## config.mk

```make
export PLATFORM = sky130hd
export DESIGN_NAME = i2c_target_ctrl
export DESIGN_NICKNAME = d
export VERILOG_FILES = /design/src/rtl/i2ct_pkg.sv /design/src/rtl/i2ct_sync.sv /design/src/rtl/i2ct_cond.sv /design/src/rtl/i2ct_link.sv /design/src/rtl/i2c_target_ctrl.sv
export SDC_FILE = /design/constraint.sdc
export NUM_CORES = 1
export LEC_CHECK = 0
export CORE_ASPECT_RATIO = 1.2
export CORE_MARGIN = 5
export CORE_UTILIZATION = 40
export CTS_CLUSTER_SIZE = 14
export DETAILED_ROUTE_END_ITERATION = 8
export GPL_TIMING_DRIVEN = 0
export RECOVER_POWER = 50
export SYNTH_ARGS = -nofsm -noshare
export SYNTH_HDL_FRONTEND = slang
export SYNTH_HIERARCHICAL = 1
export SYNTH_SLANG_ARGS = --single-unit
```

## constraint.sdc

```tcl
create_clock -name clk -period 3.63 [get_ports clk]
set_input_delay 0.5445 -clock clk [delete_from_list [all_inputs] [get_ports clk]]
set_output_delay 0.5445 -clock clk [all_outputs]
set_load 0.005 [all_outputs]
```

## src/rtl/i2ct_pkg.sv

```systemverilog
`timescale 1ns/1ps
package i2ct_pkg;
  localparam int REG_AW  = 3;
  localparam int BYTE_W  = 8;
  localparam int TADDR_W = 7;
  localparam int EV_W    = 7;
  localparam int CNT_W   = $clog2(BYTE_W + 1);

  localparam logic [REG_AW-1:0] RA_CTRL = 3'd0;
  localparam logic [REG_AW-1:0] RA_STAT = 3'd1;
  localparam logic [REG_AW-1:0] RA_IEN  = 3'd2;
  localparam logic [REG_AW-1:0] RA_OWN  = 3'd3;
  localparam logic [REG_AW-1:0] RA_DATA = 3'd4;

  localparam int CB_FNA  = 0;
  localparam int CB_GCEN = 1;
  localparam int CB_EN   = 2;
  localparam int CB_BUF  = 3;
  localparam int CTRL_W  = 4;

  localparam int EB_ADR = 0;
  localparam int EB_RXF = 1;
  localparam int EB_TXD = 2;
  localparam int EB_TXE = 3;
  localparam int EB_STP = 4;
  localparam int EB_DIR = 5;
  localparam int EB_GC  = 6;

  typedef enum logic [2:0] {
    LS_IDLE, LS_ADDR, LS_AACK, LS_RX, LS_DACK, LS_TX, LS_TACK
  } link_st_e;
endpackage

```

## src/rtl/i2ct_sync.sv

```systemverilog
`timescale 1ns/1ps
module i2ct_sync #(
  parameter int WIDTH   = 2,
  parameter int STAGES  = 2,
  parameter logic RST_VAL = 1'b1
) (
  input  logic             clk,
  input  logic             rst_n,
  input  logic [WIDTH-1:0] d,
  output logic [WIDTH-1:0] q
);
  logic [STAGES-1:0][WIDTH-1:0] stg;

  always_ff @(posedge clk or negedge rst_n) begin
    if (!rst_n) begin
      stg <= {(STAGES*WIDTH){RST_VAL}};
    end else begin
      stg[0] <= d;
      for (int i = 1; i < STAGES; i++) stg[i] <= stg[i-1];
    end
  end

  assign q = stg[STAGES-1];
endmodule

```

## src/rtl/i2ct_cond.sv

```systemverilog
`timescale 1ns/1ps
module i2ct_cond (
  input  logic clk,
  input  logic rst_n,
  input  logic scl_s,
  input  logic sda_s,
  output logic scl_rise,
  output logic scl_fall,
  output logic start_c,
  output logic stop_c
);
  logic scl_p, sda_p;

  always_ff @(posedge clk or negedge rst_n) begin
    if (!rst_n) begin
      scl_p <= 1'b1;
      sda_p <= 1'b1;
    end else begin
      scl_p <= scl_s;
      sda_p <= sda_s;
    end
  end

  assign scl_rise = scl_s & ~scl_p;
  assign scl_fall = ~scl_s & scl_p;
  assign start_c  = scl_s & scl_p & sda_p & ~sda_s;
  assign stop_c   = scl_s & scl_p & ~sda_p & sda_s;
endmodule

```

## src/rtl/i2ct_link.sv

```systemverilog
`timescale 1ns/1ps
module i2ct_link
  import i2ct_pkg::*;
(
  input  logic               clk,
  input  logic               rst_n,
  input  logic               enable,
  input  logic               gc_en,
  input  logic               fna,
  input  logic               buf_mode,
  input  logic [TADDR_W-1:0] own_addr,
  input  logic               scl_rise,
  input  logic               scl_fall,
  input  logic               start_c,
  input  logic               stop_c,
  input  logic               sda_s,
  input  logic               tx_load,
  input  logic [BYTE_W-1:0]  tx_byte,
  input  logic               rx_take,
  output logic               sda_oe,
  output logic               scl_oe,
  output logic [BYTE_W-1:0]  rx_byte,
  output logic [EV_W-1:0]    ev
);
  link_st_e          st, st_n;
  logic [CNT_W-1:0]  cnt, cnt_n;
  logic [BYTE_W-1:0] sh, sh_n, txsh, txsh_n, rxb, rxb_n;
  logic              ack_drv, ack_n, hold, hold_n, addressed, adr_n;
  logic              dir, dir_n, m_ack, mack_n;
  logic [EV_W-1:0]   ev_n;
  logic              hit_own, hit_gc;

  assign hit_own = (sh[BYTE_W-1:1] == own_addr) && (sh[BYTE_W-1:1] != '0);
  assign hit_gc  = gc_en && (sh == '0);

  always_comb begin
    st_n = st; cnt_n = cnt; sh_n = sh; txsh_n = txsh; rxb_n = rxb;
    ack_n = ack_drv; hold_n = hold; adr_n = addressed; dir_n = dir;
    mack_n = m_ack; ev_n = '0;
    if (tx_load) begin txsh_n = tx_byte; hold_n = 1'b0; end
    if (rx_take) hold_n = 1'b0;
    if (!buf_mode) hold_n = 1'b0;
    if (!enable) begin
      st_n = LS_IDLE; ack_n = 1'b0; hold_n = 1'b0; adr_n = 1'b0;
    end else if (start_c) begin
      st_n = LS_ADDR; cnt_n = '0; ack_n = 1'b0; hold_n = 1'b0; adr_n = 1'b0;
    end else if (stop_c) begin
      st_n = LS_IDLE; ack_n = 1'b0; hold_n = 1'b0; adr_n = 1'b0;
      ev_n[EB_STP] = addressed;
    end else begin
      unique case (st)
        LS_ADDR, LS_RX: begin
          if (scl_rise) begin
            sh_n  = {sh[BYTE_W-2:0], sda_s};
            cnt_n = cnt + 1'b1;
          end else if (scl_fall && cnt == CNT_W'(BYTE_W)) begin
            if (st == LS_RX) begin
              rxb_n = sh; ev_n[EB_RXF] = 1'b1; hold_n = buf_mode;
              ack_n = ~fna; st_n = LS_DACK;
            end else if (hit_own || hit_gc) begin
              st_n = LS_AACK; ack_n = 1'b1; adr_n = 1'b1;
              ev_n[EB_ADR] = 1'b1; ev_n[EB_GC] = hit_gc;
              ev_n[EB_DIR] = sh[0]; dir_n = sh[0];
            end else begin
              st_n = LS_IDLE;
            end
          end
        end
        LS_AACK: if (scl_fall) begin
          ack_n = 1'b0; cnt_n = '0;
          if (dir) begin
            st_n = LS_TX; ev_n[EB_TXE] = 1'b1; hold_n = buf_mode;
          end else begin
            st_n = LS_RX;
          end
        end
        LS_DACK: if (scl_fall) begin
          ack_n = 1'b0; cnt_n = '0; st_n = LS_RX;
        end
        LS_TX: if (scl_fall) begin
          txsh_n = {txsh[BYTE_W-2:0], 1'b1};
          cnt_n  = cnt + 1'b1;
          if (cnt == CNT_W'(BYTE_W - 1)) begin
            st_n = LS_TACK; ev_n[EB_TXD] = 1'b1;
          end
        end
        LS_TACK: begin
          if (scl_rise) mack_n = ~sda_s;
          else if (scl_fall) begin
            cnt_n = '0;
            if (m_ack) begin
              st_n = LS_TX; ev_n[EB_TXE] = 1'b1; hold_n = buf_mode;
            end else begin
              st_n = LS_IDLE;
            end
          end
        end
        default: ;
      endcase
    end
  end

  always_ff @(posedge clk or negedge rst_n) begin
    if (!rst_n) begin
      st <= LS_IDLE; cnt <= '0; sh <= '0; txsh <= '1; rxb <= '0;
      ack_drv <= 1'b0; hold <= 1'b0; addressed <= 1'b0; dir <= 1'b0;
      m_ack <= 1'b0; ev <= '0;
    end else begin
      st <= st_n; cnt <= cnt_n; sh <= sh_n; txsh <= txsh_n; rxb <= rxb_n;
      ack_drv <= ack_n; hold <= hold_n; addressed <= adr_n; dir <= dir_n;
      m_ack <= mack_n; ev <= ev_n;
    end
  end

  assign sda_oe  = ack_drv | ((st == LS_TX) & ~txsh[BYTE_W-1]);
  assign scl_oe  = hold;
  assign rx_byte = rxb;

  p_quiet_when_off_r12: assert property (@(posedge clk) disable iff (!rst_n)
    !enable |=> (!sda_oe && !scl_oe));
  p_ack_needs_match_r2: assert property (@(posedge clk) disable iff (!rst_n)
    (st == LS_AACK) |-> addressed);
  p_hold_released_r11: assert property (@(posedge clk) disable iff (!rst_n)
    ((rx_take || tx_load) && !scl_fall) |=> !scl_oe);
endmodule

```

## src/rtl/i2c_target_ctrl.sv

```systemverilog
`timescale 1ns/1ps
module i2c_target_ctrl
  import i2ct_pkg::*;
#(
  parameter int SYNC_STAGES = 2
) (
  input  logic              clk,
  input  logic              rst_n,
  input  logic [REG_AW-1:0] bus_addr,
  input  logic              bus_wr,
  input  logic              bus_rd,
  input  logic [BYTE_W-1:0] bus_wdata,
  output logic [BYTE_W-1:0] bus_rdata,
  input  logic              scl_i,
  input  logic              sda_i,
  output logic              scl_oe,
  output logic              sda_oe,
  output logic              irq
);
  localparam logic [EV_W-1:0] DIR_M = EV_W'(1 << EB_DIR);

  logic [1:0] rst_pipe;
  logic       rst_i;
  always_ff @(posedge clk or negedge rst_n) begin
    if (!rst_n) rst_pipe <= '0;
    else        rst_pipe <= {rst_pipe[0], 1'b1};
  end
  assign rst_i = rst_pipe[1];

  logic [1:0] pins_s;
  logic scl_rise, scl_fall, start_c, stop_c;
  i2ct_sync #(.WIDTH(2), .STAGES(SYNC_STAGES), .RST_VAL(1'b1)) u_sync (
    .clk(clk), .rst_n(rst_i), .d({scl_i, sda_i}), .q(pins_s));
  i2ct_cond u_cond (
    .clk(clk), .rst_n(rst_i), .scl_s(pins_s[1]), .sda_s(pins_s[0]),
    .scl_rise(scl_rise), .scl_fall(scl_fall), .start_c(start_c), .stop_c(stop_c));

  logic [CTRL_W-1:0]  ctrl, ctrl_n;
  logic [EV_W-1:0]    stat, stat_n, ien, ien_n, ev;
  logic [TADDR_W-1:0] own, own_n;
  logic [BYTE_W-1:0]  rx_byte;
  logic wr_ctrl, wr_stat, wr_ien, wr_own, wr_data, rd_data;

  assign wr_ctrl = bus_wr && (bus_addr == RA_CTRL);
  assign wr_stat = bus_wr && (bus_addr == RA_STAT);
  assign wr_ien  = bus_wr && (bus_addr == RA_IEN);
  assign wr_own  = bus_wr && (bus_addr == RA_OWN);
  assign wr_data = bus_wr && (bus_addr == RA_DATA);
  assign rd_data = bus_rd && (bus_addr == RA_DATA);

  i2ct_link u_link (
    .clk(clk), .rst_n(rst_i),
    .enable(ctrl[CB_EN]), .gc_en(ctrl[CB_GCEN]), .fna(ctrl[CB_FNA]),
    .buf_mode(ctrl[CB_BUF]), .own_addr(own),
    .scl_rise(scl_rise), .scl_fall(scl_fall), .start_c(start_c), .stop_c(stop_c),
    .sda_s(pins_s[0]), .tx_load(wr_data), .tx_byte(bus_wdata), .rx_take(rd_data),
    .sda_oe(sda_oe), .scl_oe(scl_oe), .rx_byte(rx_byte), .ev(ev));

  always_comb begin
    ctrl_n = wr_ctrl ? bus_wdata[CTRL_W-1:0]  : ctrl;
    ien_n  = wr_ien  ? bus_wdata[EV_W-1:0]    : ien;
    own_n  = wr_own  ? bus_wdata[TADDR_W-1:0] : own;
    stat_n = stat;
    if (wr_stat) stat_n = stat & (bus_wdata[EV_W-1:0] | DIR_M);
    stat_n = stat_n | (ev & ~DIR_M);
    if (ev[EB_ADR]) stat_n[EB_DIR] = ev[EB_DIR];
  end

  always_ff @(posedge clk or negedge rst_i) begin
    if (!rst_i) begin
      ctrl <= '0; stat <= '0; ien <= '0; own <= '0;
    end else begin
      ctrl <= ctrl_n; stat <= stat_n; ien <= ien_n; own <= own_n;
    end
  end

  always_comb begin
    unique case (bus_addr)
      RA_CTRL: bus_rdata = BYTE_W'(ctrl);
      RA_STAT: bus_rdata = BYTE_W'(stat);
      RA_IEN:  bus_rdata = BYTE_W'(ien);
      RA_OWN:  bus_rdata = BYTE_W'(own);
      RA_DATA: bus_rdata = rx_byte;
      default: bus_rdata = '0;
    endcase
  end

  assign irq = |(stat & ien & ~DIR_M);

  p_zero_clears_r9: assert property (@(posedge clk) disable iff (!rst_i)
    (wr_stat && !bus_wdata[EB_ADR] && !ev[EB_ADR]) |=> !stat[EB_ADR]);
  p_dir_read_only_r9: assert property (@(posedge clk) disable iff (!rst_i)
    (wr_stat && !ev[EB_ADR]) |=> (stat[EB_DIR] == $past(stat[EB_DIR])));
  p_gc_with_match_r4: assert property (@(posedge clk) disable iff (!rst_i)
    $rose(stat[EB_GC]) |-> stat[EB_ADR]);
endmodule

```

==> results.py <==
metrics = {
    "floorplanning": {
        "die_area_um2": 11500,
        "num_rows": 38,
        "coreArea_um2": 9130,
        "pin_count": 28,
        "initial_utilization_pct": 41.4,
        "die_h_um": 116,
        "die_x_um": 98.7,
    },
    "synth": {
        "ys_seq_area_share_pct": 50.8,
        "async_reset_ff_share_pct": 100,
        "yosysWarnings": 6,
        "mappedNetlistArea_um2": 3780,
        "synth_edf_count": 0,
        "synth_top_cell_by_area": "dfrtp_1",
        "synth_top_area_share_pct": 41.0,
        "yosysUniqueCellTypes": 60,
        "ys_seq_elements": 76,
        "avgSynthCellArea_um2": 11.7,
        "yosys-top-cells-area": "dfrtp_1 (41%), mux2_2 (12%), dfstp_2 (9.7%)",
        "synth_nets": 342,
        "synthCells": 323,
        "synthFlopType": "dfrtp_1",
    },
    "drt": {
        "routed_wl_um": 8430,
        "drt_iter0_drc": 106,
        "post-route-drc-count": 0,
        "ant_nets": 0,
        "wl_per_cell_um": 17.3,
        "vias_per_cell": 5.43,
        "vias": 2638,
        "first_pass_iters": 4,
    },
    "finish": {
        "final_area_um2": 4400,
        "drive_above_1_share_pct": 24.3,
        "fin_nets": 380,
        "fin_util_pct": 48.2,
        "diodes": 0,
        "syn_to_final_growth_pct": 16.5,
    },
    "pwr": {
        "total_power_mw": 1.97,
        "ir_drop_mv": 0.167,
        "power_density_nw_per_um2": 447,
        "power.switching_uw": 512,
        "cellLeakagePower_nw": 1.84,
        "pwr-share-seq_pct": 51.0,
        "pwr-share-comb_pct": 12.8,
        "sw_frac_of_total_pct": 26.0,
        "intPower_mw": 1.45,
        "power_frac_clock_pct": 36.2,
    },
    "setup_path": {
        "r2r_cells": 8,
        "critPathMaxFanout": 10,
        "crit_type": "in2out",
        "cp_data_required_time_ns": 3.09,
        "cp-start-kind": "input port",
        "cp-end-kind": "output port",
        "path_cells": "clkdlybuf4s50_1 -> buf_6 -> nor2_1 -> nand2_1 -> o211ai_1 -> clkdlybuf4s50_1",
        "critPathSlowestCell": "clkdlybuf4s50_1",
        "rrSetupSlack_ns": 1.10,
        "max_stage_delay_ns": 0.55,
        "crit_arrival_ns": 2.55,
        "regToRegStartpoint": "u_sync/q[0]$_DFF_PN1_",
        "regToRegEndpoint": "u_link/txsh[7]$_DFF_PN1_",
        "crit_top_cell": "clkdlybuf4s50_1",
    },
    "grt": {
        "antenna_found_initial": 0,
        "grt_max_degree": 62,
        "grt_pass1_vias": 2645,
        "grt_pass1_wl_um": 14000,
        "gr-total-overflow": 0,
        "gr-usage-all-layers_pct": 15.4,
    },
    "timing": {
        "finalCritPeriodShare_pct": 85.3,
        "slew_headroom_pct": 1.74,
        "fmax_mhz": 323,
        "rsz0062_at_grt": "false",
        "finalHoldViolCount": 0,
        "min_period_ns": 3.10,
        "setup_viol": 0,
        "tightest_slew_ns": 1.47,
        "drv_slew": 0,
        "clock_skew_ns": 0.0126,
        "fin_tns_setup_ns": 0,
    },
    "cts": {
        "cts_setup_buffers": 0,
        "cts.sinks": 76,
        "numCtsBuffers": 9,
        "cts_resized": 0,
        "root_buffer": "clkbuf_8",
        "cts_tree": "built",
        "clk_latency_ns": 0.35,
        "hold_buffers": 0,
        "clockBufferDepth": 2,
        "cts.htree.levels": 3,
        "clkSlewWorstSetupHoldPaths_ns": 0.08,
    },
    "placed_design": {
        "dp.final_hpwl_um": 6160,
        "io_buffer_count": 26,
        "placed_area_um2": 4220,
        "place.gp.congestion": 0.846,
    },
    "run_status": {
        "status": "finished, final reports clean",
    },
    "job": {
        "max_cap_viol_count": 0,
    },
    "hold_path": {
        "hold_class": "reg2async",
    },
}
[power by group through the flow]
stage / logic [mW] / clock network (mW) / registers [mW]
6_report: 0.253 / 0.711 / 1.00
3_3_place_gp: 0.235 / 0 / 1.03
3_5_place_dp: 0.258 / 0 / 1.02
4_1_cts: 0.260 / 0.726 / 1.01
5_1_grt: 0.280 / 0.766 / 1.01
2_1_floorplan: 0.169 / 0 / 1.00
[worst max-delay path, delay by kind of cell]
kind / cells / cell delay (ns)
buffers and inverters: 3 / 1.32
and+or+nand+nor: 2 / 0.54
AOI/OAI and AO/OA: 1 / 0.14
[metrics by stage]
| stage | setup WS [ns] | cells | hold WS [ns] |
|---|---|---|---|
| global route | 0.381 | 486 | 0.302 |
| CTS | 0.549 | 486 | 0.194 |
| global placement | 0.530 | 469 | 0.336 |
| finish | 0.533 | 486 | 0.226 |
| floorplan | 1.38 | 323 | 0.249 |
| detailed placement | 0.555 | 470 | 0.186 |
[Yosys cell counts, types with 3 or more instances]
cell type / n
nand2_1: 25
nor3_1: 3
mux2i_1: 17
dfrtp_1: 62
a21oi_1: 8
clkbuf_1: 5
buf_4: 4
nor3b_1: 3
dfstp_2: 14
xnor2_1: 7
o21ai_0: 21
o22ai_1: 3
nand3b_1: 3
a22oi_1: 8
mux2_2: 40
and4b_1: 4
and3_1: 3
nand2b_1: 12
nor2b_1: 8
nor2_1: 10
inv_1: 6
nand3_1: 6
o211ai_1: 5
[state kept, by name (all words and copies together), names as in the netlist, 3 cells and up]
| register | count |
|---|---|
| u_link/txsh | 8 |
| ctrl | 4 |
| u_link/cnt | 4 |
| stat | 7 |
| u_link/sh | 8 |
| u_link/rx_byte | 8 |
| ien | 7 |
| u_link/st | 3 |
| own | 7 |
| u_link/ev | 7 |
[cell type report]
type / count / area (µm²)
Buffer: 13 / 66.3
Clock buffer: 10 / 128
Clock inverter: 6 / 88.8
Fill cell: 865 / 4720
Inverter: 6 / 22.5
Multi-Input combinational cell: 228 / 1760
Sequential cell: 76 / 1920
Tap cell: 120 / 150
Timing Repair Buffer: 27 / 265
[layout by cell type (no fill, tap or decap), types with 4 or more instances in the layout]
cell type | synthesis | layout
inv_1 | 6 | 6
a21oi_1 | 8 | 8
clkdlybuf4s50_1 | 0 | 23
o211ai_1 | 5 | 5
mux2_2 | 40 | 40
nor2b_1 | 8 | 8
nor2_1 | 10 | 10
nand2_1 | 25 | 25
and4b_1 | 4 | 4
nand3_1 | 6 | 6
clkbuf_1 | 5 | 8
mux2i_1 | 17 | 17
dfrtp_1 | 62 | 62
dfstp_2 | 14 | 14
xnor2_1 | 7 | 7
o21ai_0 | 21 | 21
a22oi_1 | 8 | 8
clkbuf_8 | 0 | 9
nand2b_1 | 12 | 12
[how the worst max path moves through the flow]
stage                     endpoint  slack [ns]  depth (start not counted)                   from
2_1_floorplan  ctrl[0]$_DFFE_PN0P_        1.38                          0  rst_pipe[1]$_DFF_PN0_
3_3_place_gp          bus_rdata[0]        0.53                          6            bus_addr[1]
3_5_place_dp          bus_rdata[0]        0.55                          6            bus_addr[1]
4_1_cts               bus_rdata[0]        0.55                          6            bus_addr[1]
5_1_grt               bus_rdata[0]        0.38                          6            bus_addr[1]
6_report              bus_rdata[0]        0.53                          6            bus_addr[1]
[metal layers]
metal,up-vias,global-route usage [%],share of wire (%),wire (µm)
met5,-,0,0,0
met1,1307,20.5,45,3790
met4,0,6.28,2.3,190
li1,1251,-,-,-
met3,16,2.45,3.8,318
met2,64,25.4,49,4130
[cells by family after synthesis]
family | Yosys count | synth area share, %
flip-flops | 76 | 50.8
buffers and inverters | 19 | 2.55
adder cells (fa/ha/maj) | 2 | 0.662
AO/OA/AOI/OAI | 64 | 11.5
other | 1 | 0.0992
XOR/XNOR | 7 | 1.62
multiplexers | 57 | 16.4
AND/OR/NAND/NOR | 97 | 16.4
Power figures use the tool's default switching activity.
